==> config.mk <==
export PLATFORM = sky130hd
export DESIGN_NAME = lfsr_sync_gen
export DESIGN_NICKNAME = d
export VERILOG_FILES = /design/src/rtl/lfsr_sync_pkg.sv /design/src/rtl/lfsr_sync_shift.sv /design/src/rtl/lfsr_sync_ones.sv /design/src/rtl/lfsr_sync_runlen.sv /design/src/rtl/lfsr_sync_prescale.sv /design/src/rtl/lfsr_sync_gen.sv
export SDC_FILE = /design/constraint.sdc
export NUM_CORES = 1
export LEC_CHECK = 0
export BUFFER_PORTS_ARGS = -buffer_cell sky130_fd_sc_hd__clkbuf_2
export CAP_MARGIN = 20
export CORE_MARGIN = 1.5
export CORE_UTILIZATION = 40
export CTS_CLUSTER_DIAMETER = 200
export DETAILED_ROUTE_END_ITERATION = 12
export PLACE_DENSITY = 0.6
export SETUP_SLACK_MARGIN = 0.2
export SLEW_MARGIN = 30
export SYNTH_ARGS = -nofsm -noshare
export SYNTH_HDL_FRONTEND = slang
export SYNTH_SLANG_ARGS = --single-unit
==> constraint.sdc <==
create_clock -name clk -period 2.3 [get_ports clk]
set_input_delay 0.115 -clock clk [delete_from_list [all_inputs] [get_ports clk]]
set_output_delay 0.115 -clock clk [all_outputs]
set_load 0.02 [all_outputs]
==> src/rtl/lfsr_sync_pkg.sv <==
// Shared types for the LFSR sync pulse generator.
package lfsr_sync_pkg;

    // Selects which circuit produces the sync pulse.
    typedef enum logic [1:0] {
        DET_ALL_ONES   = 2'd0,
        DET_RUN_LENGTH = 2'd1,
        DET_PRESCALE   = 2'd2
    } det_mode_e;

endpackage

==> src/rtl/lfsr_sync_shift.sv <==
// LFSR register built from ordinary flip-flops.
// Shifts toward bit 0 on every enabled clock. The XOR of the bits selected
// by TAP_MASK enters bit W-1.
// Assumes TAP_MASK includes bit 0, which makes the recurrence degree W.
// Reset loads a single 1 in the MSB, so the all-zero state is never reached.
module lfsr_sync_shift #(
    parameter int             W        = 14,
    parameter logic [W-1:0]   TAP_MASK = W'(14'h2A01)
) (
    input  logic         clk,
    input  logic         rst_n,
    input  logic         en,
    output logic [W-1:0] state
);

    localparam logic [W-1:0] SEED = {1'b1, {(W-1){1'b0}}};

    logic feedback;

    // Parity of the tapped bits forms the new MSB.
    always_comb feedback = ^(state & TAP_MASK);

    // Advance the register on enable; load the seed on reset.
    always_ff @(posedge clk) begin
        if (!rst_n) begin
            state <= SEED;
        end else if (en) begin
            state <= {feedback, state[W-1:1]};
        end
    end

endmodule

==> src/rtl/lfsr_sync_ones.sv <==
// Pipelined all-ones detector.
// Stage 1 registers the AND of each group of four state bits. Bits beyond W
// are padded with ones. Stage 2 registers the AND of the group results as
// the sync pulse.
// The latency is fixed at two enabled clocks.
// Both stages hold while en is low, and the pulse is cleared at any disabled
// edge.
module lfsr_sync_ones #(
    parameter int W = 14
) (
    input  logic         clk,
    input  logic         rst_n,
    input  logic         en,
    input  logic [W-1:0] state,
    output logic         pulse
);

    localparam int GROUPS = (W + 3) / 4;
    localparam int PADW   = GROUPS * 4;

    logic [PADW-1:0]   padded;
    logic [GROUPS-1:0] grp_and;
    logic [GROUPS-1:0] grp_q;

    // Extend the state to a whole number of groups, filling with ones.
    always_comb begin
        padded         = '1;
        padded[W-1:0]  = state;
    end

    // One four-input AND per group.
    for (genvar g = 0; g < GROUPS; g++) begin : g_grp
        assign grp_and[g] = &padded[4*g +: 4];
    end

    // Stage 1: capture the group results.
    always_ff @(posedge clk) begin
        if (!rst_n) begin
            grp_q <= '0;
        end else if (en) begin
            grp_q <= grp_and;
        end
    end

    // Stage 2: combine the groups into the registered pulse.
    always_ff @(posedge clk) begin
        if (!rst_n) begin
            pulse <= 1'b0;
        end else begin
            pulse <= en && (&grp_q);
        end
    end

endmodule

==> src/rtl/lfsr_sync_runlen.sv <==
// Run-length detector on the serial output bit.
// The counter clears when the bit is 1 and counts up when it is 0.
// A maximal-length sequence has exactly one run of W-1 zeros per period, so
// reaching W-1 marks one fixed point in the sequence. That point lies W-1
// steps after the seed state.
// Only the serial bit is used, so no wide decode is needed.
// Assumes W >= 3.
module lfsr_sync_runlen #(
    parameter int W = 14
) (
    input  logic clk,
    input  logic rst_n,
    input  logic en,
    input  logic serial,
    output logic pulse
);

    localparam int            CW      = $clog2(W);
    localparam logic [CW-1:0] CNT_TOP = CW'(W - 1);
    localparam logic [CW-1:0] CNT_PRE = CW'(W - 2);

    logic [CW-1:0] zero_run;

    // Track the length of the current run of zeros, saturating at W-1.
    always_ff @(posedge clk) begin
        if (!rst_n) begin
            zero_run <= '0;
        end else if (en) begin
            if (serial) begin
                zero_run <= '0;
            end else if (zero_run != CNT_TOP) begin
                zero_run <= zero_run + CW'(1);
            end
        end
    end

    // Raise the pulse on the edge at which the run reaches W-1.
    always_ff @(posedge clk) begin
        if (!rst_n) begin
            pulse <= 1'b0;
        end else begin
            pulse <= en && !serial && (zero_run == CNT_PRE);
        end
    end

endmodule

==> src/rtl/lfsr_sync_prescale.sv <==
// Prescaled period counter.
// A short counter wraps every PRE_DIV enabled clocks. Its carry enables a
// long counter that wraps every MAIN_DIV carries. Only the short counter has
// to meet full clock rate.
// The pulse marks the edge at which both counters wrap together.
// Assumes PRE_DIV >= 2 and MAIN_DIV >= 2.
module lfsr_sync_prescale #(
    parameter int PRE_DIV  = 16,
    parameter int MAIN_DIV = 1024
) (
    input  logic clk,
    input  logic rst_n,
    input  logic en,
    output logic pulse
);

    localparam int            LW      = $clog2(PRE_DIV);
    localparam int            HW      = $clog2(MAIN_DIV);
    localparam logic [LW-1:0] LOW_TOP = LW'(PRE_DIV - 1);
    localparam logic [HW-1:0] HI_TOP  = HW'(MAIN_DIV - 1);

    logic [LW-1:0] low_cnt;
    logic [HW-1:0] hi_cnt;
    logic          carry;

    // Carry out of the fast counter.
    always_comb carry = (low_cnt == LOW_TOP);

    // Fast counter, modulo PRE_DIV.
    always_ff @(posedge clk) begin
        if (!rst_n) begin
            low_cnt <= '0;
        end else if (en) begin
            low_cnt <= carry ? '0 : low_cnt + LW'(1);
        end
    end

    // Slow counter, modulo MAIN_DIV, stepped only by the carry.
    always_ff @(posedge clk) begin
        if (!rst_n) begin
            hi_cnt <= '0;
        end else if (en && carry) begin
            hi_cnt <= (hi_cnt == HI_TOP) ? '0 : hi_cnt + HW'(1);
        end
    end

    // Pulse when both counters wrap on the same enabled edge.
    always_ff @(posedge clk) begin
        if (!rst_n) begin
            pulse <= 1'b0;
        end else begin
            pulse <= en && carry && (hi_cnt == HI_TOP);
        end
    end

endmodule

==> src/rtl/lfsr_sync_gen.sv <==
// LFSR periodic sync pulse generator, top level.
// Instantiates the LFSR register and one pulse source, chosen by MODE.
// The source's registered pulse drives sync_o directly.
// Assumes TAP_MASK gives a maximal-length sequence for width W.
module lfsr_sync_gen #(
    parameter int                       W        = 14,
    parameter logic [W-1:0]             TAP_MASK = W'(14'h2A01),
    parameter lfsr_sync_pkg::det_mode_e MODE     = lfsr_sync_pkg::DET_ALL_ONES,
    parameter int                       PRE_DIV  = 16,
    parameter int                       MAIN_DIV = 1024
) (
    input  logic         clk,
    input  logic         rst_n,
    input  logic         en,
    output logic         sync_o,
    output logic [W-1:0] state_o
);

    logic [W-1:0] lfsr_q;
    logic         det_pulse;

    lfsr_sync_shift #(
        .W        (W),
        .TAP_MASK (TAP_MASK)
    ) u_shift (
        .clk   (clk),
        .rst_n (rst_n),
        .en    (en),
        .state (lfsr_q)
    );

    if (MODE == lfsr_sync_pkg::DET_ALL_ONES) begin : g_ones
        lfsr_sync_ones #(.W(W)) u_det (
            .clk   (clk),
            .rst_n (rst_n),
            .en    (en),
            .state (lfsr_q),
            .pulse (det_pulse)
        );
    end else if (MODE == lfsr_sync_pkg::DET_RUN_LENGTH) begin : g_run
        lfsr_sync_runlen #(.W(W)) u_det (
            .clk    (clk),
            .rst_n  (rst_n),
            .en     (en),
            .serial (lfsr_q[0]),
            .pulse  (det_pulse)
        );
    end else begin : g_pre
        lfsr_sync_prescale #(
            .PRE_DIV  (PRE_DIV),
            .MAIN_DIV (MAIN_DIV)
        ) u_det (
            .clk   (clk),
            .rst_n (rst_n),
            .en    (en),
            .pulse (det_pulse)
        );
    end

    assign sync_o  = det_pulse;
    assign state_o = lfsr_q;

endmodule

Word level (Yosys, flattened, before mapping). Cells that the tools add are included.

Bits in registers: 19. Bits of input ports: 3. Output and inout port bits: 15. Logic and storage cells: 10.

Reduce and logical (&&, ||, !) cells: 7.

Operators with widths (number): $reduce_and 4->1 (4); $reduce_xor 14->1 (1); $reduce_and 2->1 (1); $logic_and 1x1->1 (1).

Depth between registers and ports, before layout.
Word-level depth: 2. Depth in mapped cells: 4. Mapped depth without buffers: 3.

By module. A second synthesis with hierarchy kept.

Cells, all modules: 69. Area, all modules: 749.5 um2.

Modules (own cells, without submodules): lfsr_sync_shift (times used 1, cells each 48, area each 554.3 um2, seq. area each 280.3 um2); lfsr_sync_ones (times used 1, cells each 21, area each 195.2 um2, seq. area each 100.1 um2).

Least setup slack after synthesis. Ideal clock, no wire load.

Path type: register to register. Start point: reg u_shift.state[9]. End point: reg u_shift.state[13]. Library setup time: 126 ps. Data arrival time: 1116 ps. Data required time: 2174 ps. Path slack: 1059 ps. Cell stages (with the launch flop): 4. Path buffers: 0. Clock period less this slack: 1241 ps. Cell sequence: dfxtp_1 > xnor3_1 > o21ai_1 > nand3b_1.

Cells in the longest elaborated chain, start to end: 1.

Ends and longest elaborated chain: from (decl) (line lfsr_sync_shift.sv:13) `output logic [W-1:0] state`; from (signal assigned) (line lfsr_sync_shift.sv:28) `state <= {feedback, state[W-1:1]};`; $reduce_xor 14->1 (line lfsr_sync_shift.sv:21) `always_comb feedback = ^(state & TAP_MASK);`.

Every way passes these cells. A chain may end at the register's enable or synchronous reset.

Worst setup path after layout. Ends and elaborated chain as after synthesis.

==> results list <==
- TritonCTS built the clock tree.
* Largest driver fanout on the critical path: 5
* Critical path, cell by cell: xnor3_1 -> o21ai_1 -> nand3b_1
* Clock transition at path regs: 110 ps
* Worst-skew pair later-pin latency: 290 ps
- CTS Buffer Depth: 2
* Setup slack after placement: 1135 ps
- Antenna violation net count after detailed routing: 0
- Arrival time at the worst endpoint: 1360 ps
* Critical path's largest stage delay: 450 ps
- The floorplan has 15 rows.
- Max Cap Viol: 0
* Async set or reset register ratio after synthesis: 0%
- Worst path buffer plus inverter count: 0
* Final min period: 1170 ps
* CTS hold repair buffers: 0
- Setup violations remaining at the end of the flow were counted as 0.
* Post-synth top area cell: sky130_fd_sc_hd__dfxtp_1
* Crit path setup slack, layout: 1130 ps
- Across all register-to-register paths, the minimum setup slack is 1130 ps.
- At the pin with the least slew margin, the transition time is 542.9 ps.
* Number of port buffers: 17
- H-tree levels: 1
- The worst pin sits at a relative slew slack of 63.81%.
- Post-CTS repair changed the size of 0 cells.
- Dividing the detail-routed via count by the number of cells gives 4.741.
* Critical path depth in cells: 3
- Across the VDD grid, the largest voltage drop is 0.2967 mV.
* Antenna violations before repair: 0
- STA classifies the critical path endpoint as a register.
- In this run, flip-flops and latches consume 61.8% of the power.
- Origin of the worst setup path: u_shift.state[9]
- The tree is rooted in a sky130_fd_sc_hd__clkbuf_4.
- Post-CTS timing repair inserted 0 buffers for setup.
- Summed over all failing endpoints, the final setup total negative slack is 0 ps.
- For this run, the share of the core covered by cells in the final layout is 50.61%.
- Reg-to-reg critical path endpoint: u_shift.state[13]
* Part of the power in combinational logic: 7.4%
- The flow ran to the end, and the final reports show no timing, DRC or antenna violations.
- Global routing finished with a remaining overflow of 0.
- Vias in the first global route: 470
- By startpoint and endpoint, the worst setup path is classified as reg -> reg.
* Synth top area share: 50.17%
- The first detailed-routing pass took 3 iterations.
- Number of nets in the layout: 91
- The post-route netlist has 26.44% of its cells at a drive strength greater than 1.
- Total leakage power: 0.3764 nW
* Slowest-stage cell, CP: sky130_fd_sc_hd__xnor3_1
- During synthesis, Yosys emitted a total of 0 warnings.
* Post-synthesis instance total: 69
* First-pass GRT wire length: 2221 um
* Internal Dissipation: 416.6 uW
* I/O pins: 18
- Detailed placer's ending HPWL: 901.6 um
- Summing over every cut layer, the via total after detailed routing is 531.
- In this run the power spent charging and discharging nets is 132.9 uW.
- After synthesis the netlist holds a flip-flop and latch count of 19.
- Peak Freq: 854.9 MHz
* Detailed router's first-iteration violation count: 1
- In this run the horizontal extent of the chip is 46.54 um.
- Clock skew on the completed layout was measured at 0.4708 ps.
- Yosys mapped the design onto 18 distinct sky130hd cell types.
* Number of enable-type register cells in the synthesized netlist: 0
- sky130_fd_sc_hd__dfxtp_1 is the most common cell in the netlist.
- The congestion estimate from routability-driven global placement came to 0.6834.
* Die boundary height: 46.54 um
- By count the netlist is led by 19 x sky130_fd_sc_hd__dfxtp_1, 16 x sky130_fd_sc_hd__nor2b_1, 13 x sky130_fd_sc_hd__mux2i_1.
- The tree built by TritonCTS fans out to 19 sinks.
- Area contributors post-synth: sky130_fd_sc_hd__dfxtp_1 50%, sky130_fd_sc_hd__mux2i_1 17%, sky130_fd_sc_hd__nor2b_1 13%, sky130_fd_sc_hd__xnor3_1 3.0%, sky130_fd_sc_hd__and4_1 2.3%
* Required time reported for the critical path endpoint: 2490 ps
- Pins over their slew limit: 0
* Mean routed wirelength per cell: 12.10 um
- The most critical setup path has its endpoint at u_shift.state[13].
- Area of the die: 0.002166 mm2
- Of the synthesized area, sequential elements account for 50.17%.
- The finished cells cover 883.3 um2.
- The average instance in the mapped netlist occupies 10.99 um2.
* Residual DRC count: 0
* Most frequently used flop master after synthesis: sky130_fd_sc_hd__dfxtp_1
- ANT cells: 0
- In this run switching power makes up 24.18% of total power.
- Maximum number of pins on one net before global-route repair: 20
- Startpoint class of the critical path: register
* Final hold violation count: 0
- In this run the cell area of the synthesized design comes to 758.2 um2.
- Summing all placed instances gives a cell area of 855.8 um2.
* Period utilisation layout: 50.86%
- Clock tree synthesis inserted a total of 3 buffers.
* Number of cell instances on the worst register-to-register path: 3
- The clock network accounts for 30.8% of the total power.
- After detailed routing, the total wire length is 1355 um.
- Summing internal, switching and leakage power gives 549.5 uW.
- Global routing used 15.04% of the available tracks across all layers.
- Class of the tightest hold or removal check: in -> reg
- Setup repair after global routing left no endpoint under its margin.
- Power Dens Cells: 622.1 mW/mm2
- From synthesis to final layout, the design area changed by 16.50%.
- Standard cell core area: 0.001745 mm2
- The startpoint identified for the worst register-to-register timing path is u_shift.state[9].
- Once the floorplan was initialized, standard cells occupied 43.44% of the core.
- Nets in the synthesized netlist: 72
- Among cell families on the critical path, the largest total delay comes from XOR/XNOR gates.
- Counting the fill cells in the layout gives 179.
==> worst reg2reg max path, cell delays in order, from the launching register on <==
cell                       delay, ps
sky130_fd_sc_hd__dfxtp_1         400
sky130_fd_sc_hd__xnor3_1         450
sky130_fd_sc_hd__o21ai_1         130
sky130_fd_sc_hd__nand3b_1         80
==> state kept, by name (all words and copies together) (netlist names) <==
name,count
g_ones.u_det.grp_q,4
g_ones.u_det.pulse,1
u_shift.state,14
==> stage by stage <==
step	cells	hold WS [ps]
after floorplan	69	243.2
after global placement	108	435.6
after detailed placement	108	435.1
after CTS	112	204.0
after global routing	112	245.5
final	112	201.8
==> how the worst min path moves through the flow <==
stage / from / end / slack, ps / depth (start not counted)
after floorplan: rst_n / u_shift.state[10] / 240 / 1
after global placement: g_ones.u_det.grp_q[3] / g_ones.u_det.pulse / 440 / 2
after detailed placement: g_ones.u_det.grp_q[3] / g_ones.u_det.pulse / 440 / 2
after CTS: rst_n / u_shift.state[13] / 200 / 2
after global routing: rst_n / u_shift.state[13] / 250 / 2
final: rst_n / u_shift.state[13] / 200 / 2
==> layout by cell type (no fill, tap or decap) <==
master                     synthesis  routed
sky130_fd_sc_hd__o21a_1            1       1
sky130_fd_sc_hd__nor2_1            2       2
sky130_fd_sc_hd__o21ai_1           1       1
sky130_fd_sc_hd__a21boi_1          1       1
sky130_fd_sc_hd__nor3_2            1       1
sky130_fd_sc_hd__clkbuf_2          0      17
sky130_fd_sc_hd__a22oi_1           2       2
sky130_fd_sc_hd__xnor3_1           1       1
sky130_fd_sc_hd__nand3_1           1       1
sky130_fd_sc_hd__dfxtp_1          19      19
sky130_fd_sc_hd__nand3b_1          1       1
sky130_fd_sc_hd__and4_1            2       2
sky130_fd_sc_hd__nor2b_1          16      16
sky130_fd_sc_hd__clkbuf_4          0       3
sky130_fd_sc_hd__nand4_1           2       2
sky130_fd_sc_hd__clkinv_2          0       1
sky130_fd_sc_hd__inv_2             1       1
sky130_fd_sc_hd__mux2i_1          13      13
sky130_fd_sc_hd__nand2_1           2       2
==> per-layer routing <==
metal	routed length, um	part of all wire [%]	up-vias	track usage (%)
met3	48	3.5	2	3.529
met4	21	1.5	0	10.29
met1	694	51	243	19.86
met2	590	44	10	21.39
li1	-	-	276	-
met5	0	0	-	0
==> area by class of cell <==
type	count	area (um2)	share of cell area, %
Multi-Input combinational cell	46	355.3	40.23
Clock inverter	1	5.005	0.5666
Inverter	1	3.754	0.4249
Sequential cell	19	380.4	43.06
Tap cell	25	31.28	3.541
Timing Repair Buffer	17	85.08	9.632
Clock buffer	3	22.52	2.550
==> cells by family after synthesis <==
group / count (synthesis) / synth area share, %
multiplexers: 13 / 17.16
AO/OA/AOI/OAI: 5 / 4.620
XOR/XNOR: 1 / 2.970
buffers and inverters: 4 / 2.969
AND/OR/NAND/NOR: 27 / 22.11
flip-flops: 19 / 50.16
==> power groups by stage <==
stage / Sequential (mW) / Clock, mW / Combinational (mW)
2_1_floorplan: 0.351 / 0 / 0.0275
3_3_place_gp: 0.347 / 0 / 0.0406
3_5_place_dp: 0.347 / 0 / 0.0410
4_1_cts: 0.340 / 0.180 / 0.0410
5_1_grt: 0.341 / 0.191 / 0.0448
6_report: 0.340 / 0.169 / 0.0406
Power figures use the tool's default switching activity.
